$ cat config.mk
export PLATFORM = sky130hd
export DESIGN_NAME = tap_port
export DESIGN_NICKNAME = d
export VERILOG_FILES = /design/src/rtl/tap_pkg.sv /design/src/rtl/tap_fsm.sv /design/src/rtl/tap_ir.sv /design/src/rtl/tap_dr.sv /design/src/rtl/tap_port.sv
export SDC_FILE = /design/constraint.sdc
export NUM_CORES = 1
export LEC_CHECK = 0
export BUFFER_PORTS_ARGS = -buffer_cell sky130_fd_sc_hd__buf_2
export CORE_MARGIN = 2
export CORE_UTILIZATION = 60
export DETAILED_ROUTE_END_ITERATION = 10
export PLACE_DENSITY = 0.82
export SLEW_MARGIN = 10
export SYNTH_ARGS = -nofsm -noshare
export SYNTH_HDL_FRONTEND = slang
export SYNTH_SLANG_ARGS = --single-unit
$ cat constraint.sdc
create_clock -name tck -period 2.4 [get_ports tck]
set_clock_uncertainty 0.05 [all_clocks]
set_input_delay 0.48 -clock tck [delete_from_list [all_inputs] [get_ports tck]]
set_output_delay 0.48 -clock tck [all_outputs]
set_load 0.02 [all_outputs]
$ cat src/rtl/tap_pkg.sv
// Shared definitions for the serial test port: instruction width and codes,
// the capture pattern of the instruction stage and the controller state type.
package tap_pkg;

    localparam int IR_W = 3;

    typedef logic [IR_W-1:0] instr_t;

    localparam instr_t OP_IDCODE  = 3'b001;
    localparam instr_t OP_BYPASS  = 3'b111;
    localparam instr_t IR_CAPTURE = 3'b001;

    typedef enum logic [3:0] {
        ST_RESET,
        ST_IDLE,
        ST_DR_SEL,
        ST_DR_CAP,
        ST_DR_SHIFT,
        ST_DR_EX1,
        ST_DR_PAUSE,
        ST_DR_EX2,
        ST_DR_UPD,
        ST_IR_SEL,
        ST_IR_CAP,
        ST_IR_SHIFT,
        ST_IR_EX1,
        ST_IR_PAUSE,
        ST_IR_EX2,
        ST_IR_UPD
    } tap_state_e;

endpackage

$ cat src/rtl/tap_fsm.sv
// Sixteen-state test-access controller.
// Assumes: tms already resolved to 0/1 at the pad; por_n asynchronous, active low.
module tap_fsm
    import tap_pkg::*;
(
    input  logic       tck,
    input  logic       por_n,
    input  logic       tms,
    output tap_state_e state
);

    tap_state_e state_nx;

    // Next-state decode from the current state and tms.
    always_comb begin
        unique case (state)
            ST_RESET:    state_nx = tms ? ST_RESET    : ST_IDLE;
            ST_IDLE:     state_nx = tms ? ST_DR_SEL   : ST_IDLE;
            ST_DR_SEL:   state_nx = tms ? ST_IR_SEL   : ST_DR_CAP;
            ST_DR_CAP:   state_nx = tms ? ST_DR_EX1   : ST_DR_SHIFT;
            ST_DR_SHIFT: state_nx = tms ? ST_DR_EX1   : ST_DR_SHIFT;
            ST_DR_EX1:   state_nx = tms ? ST_DR_UPD   : ST_DR_PAUSE;
            ST_DR_PAUSE: state_nx = tms ? ST_DR_EX2   : ST_DR_PAUSE;
            ST_DR_EX2:   state_nx = tms ? ST_DR_UPD   : ST_DR_SHIFT;
            ST_DR_UPD:   state_nx = tms ? ST_DR_SEL   : ST_IDLE;
            ST_IR_SEL:   state_nx = tms ? ST_RESET    : ST_IR_CAP;
            ST_IR_CAP:   state_nx = tms ? ST_IR_EX1   : ST_IR_SHIFT;
            ST_IR_SHIFT: state_nx = tms ? ST_IR_EX1   : ST_IR_SHIFT;
            ST_IR_EX1:   state_nx = tms ? ST_IR_UPD   : ST_IR_PAUSE;
            ST_IR_PAUSE: state_nx = tms ? ST_IR_EX2   : ST_IR_PAUSE;
            ST_IR_EX2:   state_nx = tms ? ST_IR_UPD   : ST_IR_SHIFT;
            ST_IR_UPD:   state_nx = tms ? ST_DR_SEL   : ST_IDLE;
        endcase
    end

    // State register, forced to reset by power-on.
    always_ff @(posedge tck or negedge por_n) begin
        if (!por_n) state <= ST_RESET;
        else        state <= state_nx;
    end

    // Count of consecutive high tms samples, saturating at five (checking only).
    logic [2:0] hi_run;
    always_ff @(posedge tck or negedge por_n) begin
        if (!por_n)            hi_run <= 3'd0;
        else if (!tms)         hi_run <= 3'd0;
        else if (hi_run < 3'd5) hi_run <= hi_run + 3'd1;
    end

    AST_FIVE_ONES_RESET: assert property (@(posedge tck) disable iff (!por_n)
        (hi_run == 3'd5) |-> (state == ST_RESET));

    AST_RESET_EXIT: assert property (@(posedge tck) disable iff (!por_n)
        (state == ST_RESET && !tms) |=> (state == ST_IDLE));

    AST_SHIFT_FROM_CAPTURE: assert property (@(posedge tck) disable iff (!por_n)
        (state == ST_DR_CAP && !tms) |=> (state == ST_DR_SHIFT));

endmodule

$ cat src/rtl/tap_ir.sv
// Instruction path: a shift stage loaded in Capture-IR and shifted in
// Shift-IR, and the active-instruction latch written in Update-IR.
// Assumes: state comes from tap_fsm on the same tck edge.
module tap_ir
    import tap_pkg::*;
(
    input  logic       tck,
    input  logic       por_n,
    input  logic       tdi,
    input  tap_state_e state,
    output instr_t     instr,
    output logic       ir_so
);

    instr_t ir_sr;

    // Shift stage: capture the fixed pattern or shift toward bit 0.
    always_ff @(posedge tck or negedge por_n) begin
        if (!por_n) begin
            ir_sr <= IR_CAPTURE;
        end else begin
            case (state)
                ST_IR_CAP:   ir_sr <= IR_CAPTURE;
                ST_IR_SHIFT: ir_sr <= {tdi, ir_sr[IR_W-1:1]};
                default:     ;
            endcase
        end
    end

    // Active instruction: IDCODE on reset, shift stage on update.
    always_ff @(posedge tck or negedge por_n) begin
        if (!por_n)                  instr <= OP_IDCODE;
        else if (state == ST_RESET)  instr <= OP_IDCODE;
        else if (state == ST_IR_UPD) instr <= ir_sr;
    end

    assign ir_so = ir_sr[0];

    AST_IR_RESET_IDCODE: assert property (@(posedge tck) disable iff (!por_n)
        (state == ST_RESET) |=> (instr == OP_IDCODE));

    AST_IR_HOLD: assert property (@(posedge tck) disable iff (!por_n)
        (state != ST_IR_UPD && state != ST_RESET) |=> $stable(instr));

    AST_IR_CAPTURE: assert property (@(posedge tck) disable iff (!por_n)
        (state == ST_IR_CAP) |=> (ir_sr == IR_CAPTURE));

endmodule

$ cat src/rtl/tap_dr.sv
// Data paths: the identification register and the one-bit bypass stage.
// Only the path chosen by sel_id captures and shifts; the other holds.
// Assumes: sel_id is stable outside Update-IR and reset.
module tap_dr
    import tap_pkg::*;
#(
    parameter int          ID_W     = 32,
    parameter logic [31:0] ID_VALUE = 32'h0000_0001
) (
    input  logic       tck,
    input  logic       por_n,
    input  logic       tdi,
    input  tap_state_e state,
    input  logic       sel_id,
    output logic       dr_so
);

    localparam logic [ID_W-1:0] ID_CAP = {ID_VALUE[ID_W-1:1], 1'b1};

    logic [ID_W-1:0] id_sr;
    logic            byp;

    // Identification register: capture fixed value, shift toward bit 0.
    always_ff @(posedge tck or negedge por_n) begin
        if (!por_n) begin
            id_sr <= ID_CAP;
        end else if (sel_id) begin
            case (state)
                ST_DR_CAP:   id_sr <= ID_CAP;
                ST_DR_SHIFT: id_sr <= {tdi, id_sr[ID_W-1:1]};
                default:     ;
            endcase
        end
    end

    // Bypass stage: capture zero, shift one bit.
    always_ff @(posedge tck or negedge por_n) begin
        if (!por_n) begin
            byp <= 1'b0;
        end else if (!sel_id) begin
            case (state)
                ST_DR_CAP:   byp <= 1'b0;
                ST_DR_SHIFT: byp <= tdi;
                default:     ;
            endcase
        end
    end

    assign dr_so = sel_id ? id_sr[0] : byp;

    AST_BYP_CAPTURE: assert property (@(posedge tck) disable iff (!por_n)
        (state == ST_DR_CAP && !sel_id) |=> (byp == 1'b0));

    AST_ID_BIT0: assert property (@(posedge tck) disable iff (!por_n)
        (state == ST_DR_CAP && sel_id) |=> (id_sr[0] == 1'b1));

    AST_DR_PAUSE_HOLD: assert property (@(posedge tck) disable iff (!por_n)
        (state == ST_DR_PAUSE || state == ST_DR_EX2) |=> ($stable(id_sr) && $stable(byp)));

endmodule

$ cat src/rtl/tap_port.sv
// Top of the serial test port: controller, instruction path, data paths and
// the falling-edge output stage with its enable.
// Assumes: tms/tdi pulled up at the pad; por_n asynchronous, active low.
module tap_port
    import tap_pkg::*;
#(
    parameter int          ID_W     = 32,
    parameter logic [31:0] ID_VALUE = 32'h0000_0001
) (
    input  logic tck,
    input  logic por_n,
    input  logic tms,
    input  logic tdi,
    output logic tdo,
    output logic tdo_en
);

    tap_state_e state;
    instr_t     instr;
    logic       ir_so;
    logic       dr_so;
    logic       sel_id;
    logic       path_so;
    logic       in_shift;
    logic       tdo_q;
    logic       en_q;

    tap_fsm u_fsm (
        .tck   (tck),
        .por_n (por_n),
        .tms   (tms),
        .state (state)
    );

    tap_ir u_ir (
        .tck   (tck),
        .por_n (por_n),
        .tdi   (tdi),
        .state (state),
        .instr (instr),
        .ir_so (ir_so)
    );

    assign sel_id = (instr == OP_IDCODE);

    tap_dr #(
        .ID_W     (ID_W),
        .ID_VALUE (ID_VALUE)
    ) u_dr (
        .tck    (tck),
        .por_n  (por_n),
        .tdi    (tdi),
        .state  (state),
        .sel_id (sel_id),
        .dr_so  (dr_so)
    );

    assign in_shift = (state == ST_IR_SHIFT) || (state == ST_DR_SHIFT);
    assign path_so  = (state == ST_IR_SHIFT) ? ir_so : dr_so;

    // Output stage retimed to the falling edge of tck.
    always_ff @(negedge tck or negedge por_n) begin
        if (!por_n) begin
            tdo_q <= 1'b0;
            en_q  <= 1'b0;
        end else begin
            tdo_q <= path_so;
            en_q  <= in_shift;
        end
    end

    assign tdo    = en_q & tdo_q;
    assign tdo_en = en_q;

    AST_EN_ONLY_SHIFT: assert property (@(posedge tck) disable iff (!por_n)
        tdo_en |-> (state == ST_IR_SHIFT || state == ST_DR_SHIFT));

    AST_TDO_QUIET: assert property (@(posedge tck) disable iff (!por_n)
        !tdo_en |-> (tdo == 1'b0));

endmodule

# After elaboration in Yosys (flattened, before gate mapping)

Cells that the tools add are included.

Equal/unequal tests: 16
Mux-type cells: 20
Bitwise operators: 2
Reductions and logical operators: 10

Operators with widths:

| operator             | count |
|---|---|
| $pmux W32 S2         | 1 |
| $pmux W4 S12         | 1 |
| $eq A4 B4 Y1 const B | 8 |
| $eq A4 B3 Y1 const B | 4 |
| $mux W4              | 4 |
| $mux W3              | 4 |
| $eq A4 B2 Y1 const B | 2 |
| $mux W2              | 3 |
| $pmux W3 S2          | 1 |
| $reduce_bool A2 Y1   | 3 |
| $mux W1              | 5 |
| $eq A4 B1 Y1 const B | 1 |
| $logic_not A4 Y1     | 1 |
| $reduce_and A2 Y1    | 2 |
| $reduce_or A2 Y1     | 2 |
| $eq A3 B1 Y1 const B | 1 |
| $reduce_or A3 Y1     | 1 |
| $pmux W1 S2          | 1 |
| $and A1 B1 Y1        | 1 |
| $logic_or A1 B1 Y1   | 1 |
| $not A1 Y1           | 1 |

Register bits: 45
Input port bits: 4
Output and inout bits: 2
Word-level logic and storage cells: 55

# Longest topological paths before layout

Depth after elaboration: 3
Gate-level depth with buffers: 6
Depth with buffers taken out: 3

# Cells and area by module

A second synthesis with hierarchy kept.

Cell total of the unflattened synthesis: 162
Area, all modules: 1,951.9 um^2

Modules (own cells, without submodules):

| module   | times used | cells each | area an instance (um^2) | seq. area each (um^2) |
|---|---|---|---|---|
| tap_dr   | 1          | 85         | 1,257.5                 | 827.0 |
| tap_fsm  | 1          | 40         | 315.3                   | 100.1 |
| tap_ir   | 1          | 29         | 281.5                   | 152.6 |
| tap_port | 1          | 8          | 97.6                    | 50.0 |

==> flow_metrics.env <==
export IMPL_synthDistinctLibCells=44
export IMPL_rr_startpoint="u_ir.instr[0]"
export IMPL_hp_start="tdi"
export IMPL_power_density_nw_per_um2=1154
export IMPL_grt_pass1_wl_um=5161
export IMPL_path_max_fanout=2
export IMPL_diodes=0
export IMPL_clkPwrFrac=0.193
export IMPL_path_clk_slew_ps=120
export IMPL_via_count=1215
export IMPL_violations="negative setup slack"
export IMPL_drcViolationCount=0
export IMPL_arrival_ps=2190
export IMPL_min_path_type="in2reg"
export IMPL_die_x_um=61.04
export IMPL_yosys_area_top_type="dfrtp_1"
export IMPL_power_frac_seq=0.429
export IMPL_hold_viol_final=0
export IMPL_hold_depth=3
export IMPL_pre_cts_slack_ps=-173.1
export IMPL_synthToLayoutAreaGrowth_pct=5.897
export IMPL_core_area_um2=3078
export IMPL_rsz0062_at_grt="true"
export IMPL_cp_required_ps=1870
export IMPL_htree_levels=2
export IMPL_final_cell_mix="dfrtp_1, a22o_1, buf_4"
export IMPL_worstSetupEndpointType="primary output"
export IMPL_nets=166
export IMPL_track_usage=0.1929
export IMPL_worst_setup_path_type="reg2out"
export IMPL_antenna_found_initial=0
export IMPL_die_y_um=61.04
export IMPL_wl_per_cell_um=15.05
export IMPL_cts_inserted_buffers=5
export IMPL_ir_worst_vdd_v=0.0005473
export IMPL_synthArstFlopShare=1.000
export IMPL_maxCapViolCount=0
export IMPL_cts_root_buf="clkbuf_4"
export IMPL_hold_path_endpoint="u_ir.ir_sr[2]"
export IMPL_p_int_mw=1.523
export IMPL_dieArea_um2=3725
export IMPL_postSynthAreaPerCell_um2=12.76
export IMPL_p_sw_frac=0.3611
export IMPL_worstSkewPairLatency_ps=350
export IMPL_slew_limit_headroom=0.2104
export IMPL_routed_wl_um=3116
export IMPL_comb_power_share=0.378
export IMPL_drtPass1Iterations=4
export IMPL_power_switching_uw=860.8
export IMPL_worst_pin_slew_ps=1184
export IMPL_setup_viol=3
export IMPL_antenna_left=0
export IMPL_grt_pass1_vias=1118
export IMPL_status="finished with violations"
export IMPL_fp_row_count=20
export IMPL_ys_seq_area_frac=0.5788
export IMPL_worstSetupStartpointType="flip-flop"
export IMPL_overflow=0
export IMPL_syn_nets=157
export IMPL_layout_commonest_cell="dfrtp_1"
export IMPL_ys_flop_type="dfrtp_1"
export IMPL_drv_slew=0
export IMPL_start_util=0.6341
export IMPL_netlist_top_cells_area="dfrtp_1, a22o_1, dfstp_2, buf_12, dfrtn_1"
export IMPL_ios=6
export IMPL_synth_top_area_frac=0.5128
export IMPL_ys_warn_count=0
export IMPL_netlist_area_um2=1952
export IMPL_clock_path_buffers=2
export IMPL_rrSetupSlack_ps=-190
export IMPL_grt_max_degree=40
export IMPL_syn_inst=153
export IMPL_place_congestion=0.8021
export IMPL_portBuffers=5
export IMPL_ys_seq_elements=45
export IMPL_place_area_um2=1963
export IMPL_power_leakage_nw=0.9950
export IMPL_synth_edff_count=0
export IMPL_clock_sinks=45
export IMPL_drive_gt1_frac=0.1840
export IMPL_worstRegToRegCells=3
export IMPL_vias_per_cell=5.870
export IMPL_dp_hpwl_um=2043
export IMPL_cts_tree="built"
export IMPL_worst_slack_ps=-321.2
export IMPL_final_cell_area_um2=2067
export IMPL_r2r_end="tdo_q"
export IMPL_drt_iter0_drc=73
==> registers in the layout, indices dropped and copies added (netlist names) <==
register / flops
u_ir.instr: 3
tdo_en: 1
u_dr.byp: 1
u_dr.id_sr: 32
u_fsm.state: 4
tdo_q: 1
u_ir.ir_sr: 3
==> cell families after synthesis <==
group                  synth area share
AO/OA/AOI/OAI                    0.2288
flip-flops                       0.5788
AND/OR/NAND/NOR                 0.09680
buffers and inverters           0.08077
multiplexers                    0.01026
XOR/XNOR                       0.004488
==> cells in the mapped netlist (2+ instances only) <==
master / n
dfrtp_1: 40
a22o_1: 31
inv_1: 6
a21oi_1: 5
clkbuf_1: 5
nor2_1: 5
o21ai_0: 5
buf_6: 4
nand2_1: 4
buf_12: 3
dfstp_2: 3
o221ai_1: 3
and3_1: 2
dfrtn_1: 2
mux2i_1: 2
nand3_1: 2
nor2b_1: 2
nor3_1: 2
o22ai_1: 2
==> layout make-up <==
type / count / area, µm²
multi-input cells: 88 / 666.9
well taps: 44 / 55.05
flip-flops and latches: 45 / 1130
fillers: 216 / 1011
clock inverters: 2 / 38.79
repair buffers: 15 / 108.9
inverters: 7 / 26.28
clock buffers: 6 / 41.29
==> worst max-delay path, stage by stage (launching register included) <==
cell     delay, ps
dfrtn_1        420
and2_4         140
buf_6          100
==> metal layers <==
layer	share of wire	routed length, µm	global-route usage
met1	0.47	1474	0.2768
met2	0.47	1463	0.2842
met3	0.045	139	0.05462
met4	0.012	37	0.06832
met5	0	0	0
==> stage by stage <==
| step | power (mW) | std cells | util | setup TNS [ps] | hold WS [ps] |
|---|---|---|---|---|---|
| 3_5_place_dp | 1.903 | 197 | 0.6378 | -173.1 | 267.2 |
| 6_report | 2.384 | 207 | 0.6715 | -749.2 | 361.6 |
| 3_3_place_gp | 1.848 | 197 | 0.6378 | -139.9 | 266.6 |
| 5_1_grt | 2.531 | 207 | 0.6715 | -857.0 | 354.5 |
| 2_1_floorplan | 1.838 | 153 | - | -141.6 | 134.4 |
| 4_1_cts | 2.390 | 207 | 0.6715 | -785.1 | 357.1 |
==> power groups by stage <==
stage | clock network (mW) | registers [mW] | logic [mW]
2_1_floorplan | 0 | 1.03 | 0.812
6_report | 0.460 | 1.02 | 0.901
5_1_grt | 0.499 | 1.04 | 0.992
4_1_cts | 0.469 | 1.02 | 0.899
3_5_place_dp | 0 | 1.04 | 0.868
3_3_place_gp | 0 | 1.02 | 0.825
==> how the worst max path moves through the flow <==
stage / from / endpoint / slack [ps] / cells after the start
2_1_floorplan: u_ir.instr[0] / tdo_q / -110 / 3
3_3_place_gp: u_ir.instr[0] / tdo_q / -140 / 3
3_5_place_dp: u_ir.instr[0] / tdo_q / -170 / 3
4_1_cts: tdo_en / tdo / -330 / 2
5_1_grt: tdo_en / tdo / -350 / 2
6_report: tdo_en / tdo / -320 / 2
==> timing repair <==
item                                    4_1_cts  5_1_grt
endpoints found under the setup margin        3        3
hold endpoints to repair                      4        0
pin swaps                                     1        0
buffers inserted                              1        0
hold buffers                                  1        0
resized for setup                             2        0
Note: power is estimated with default switching activity, not from simulation.
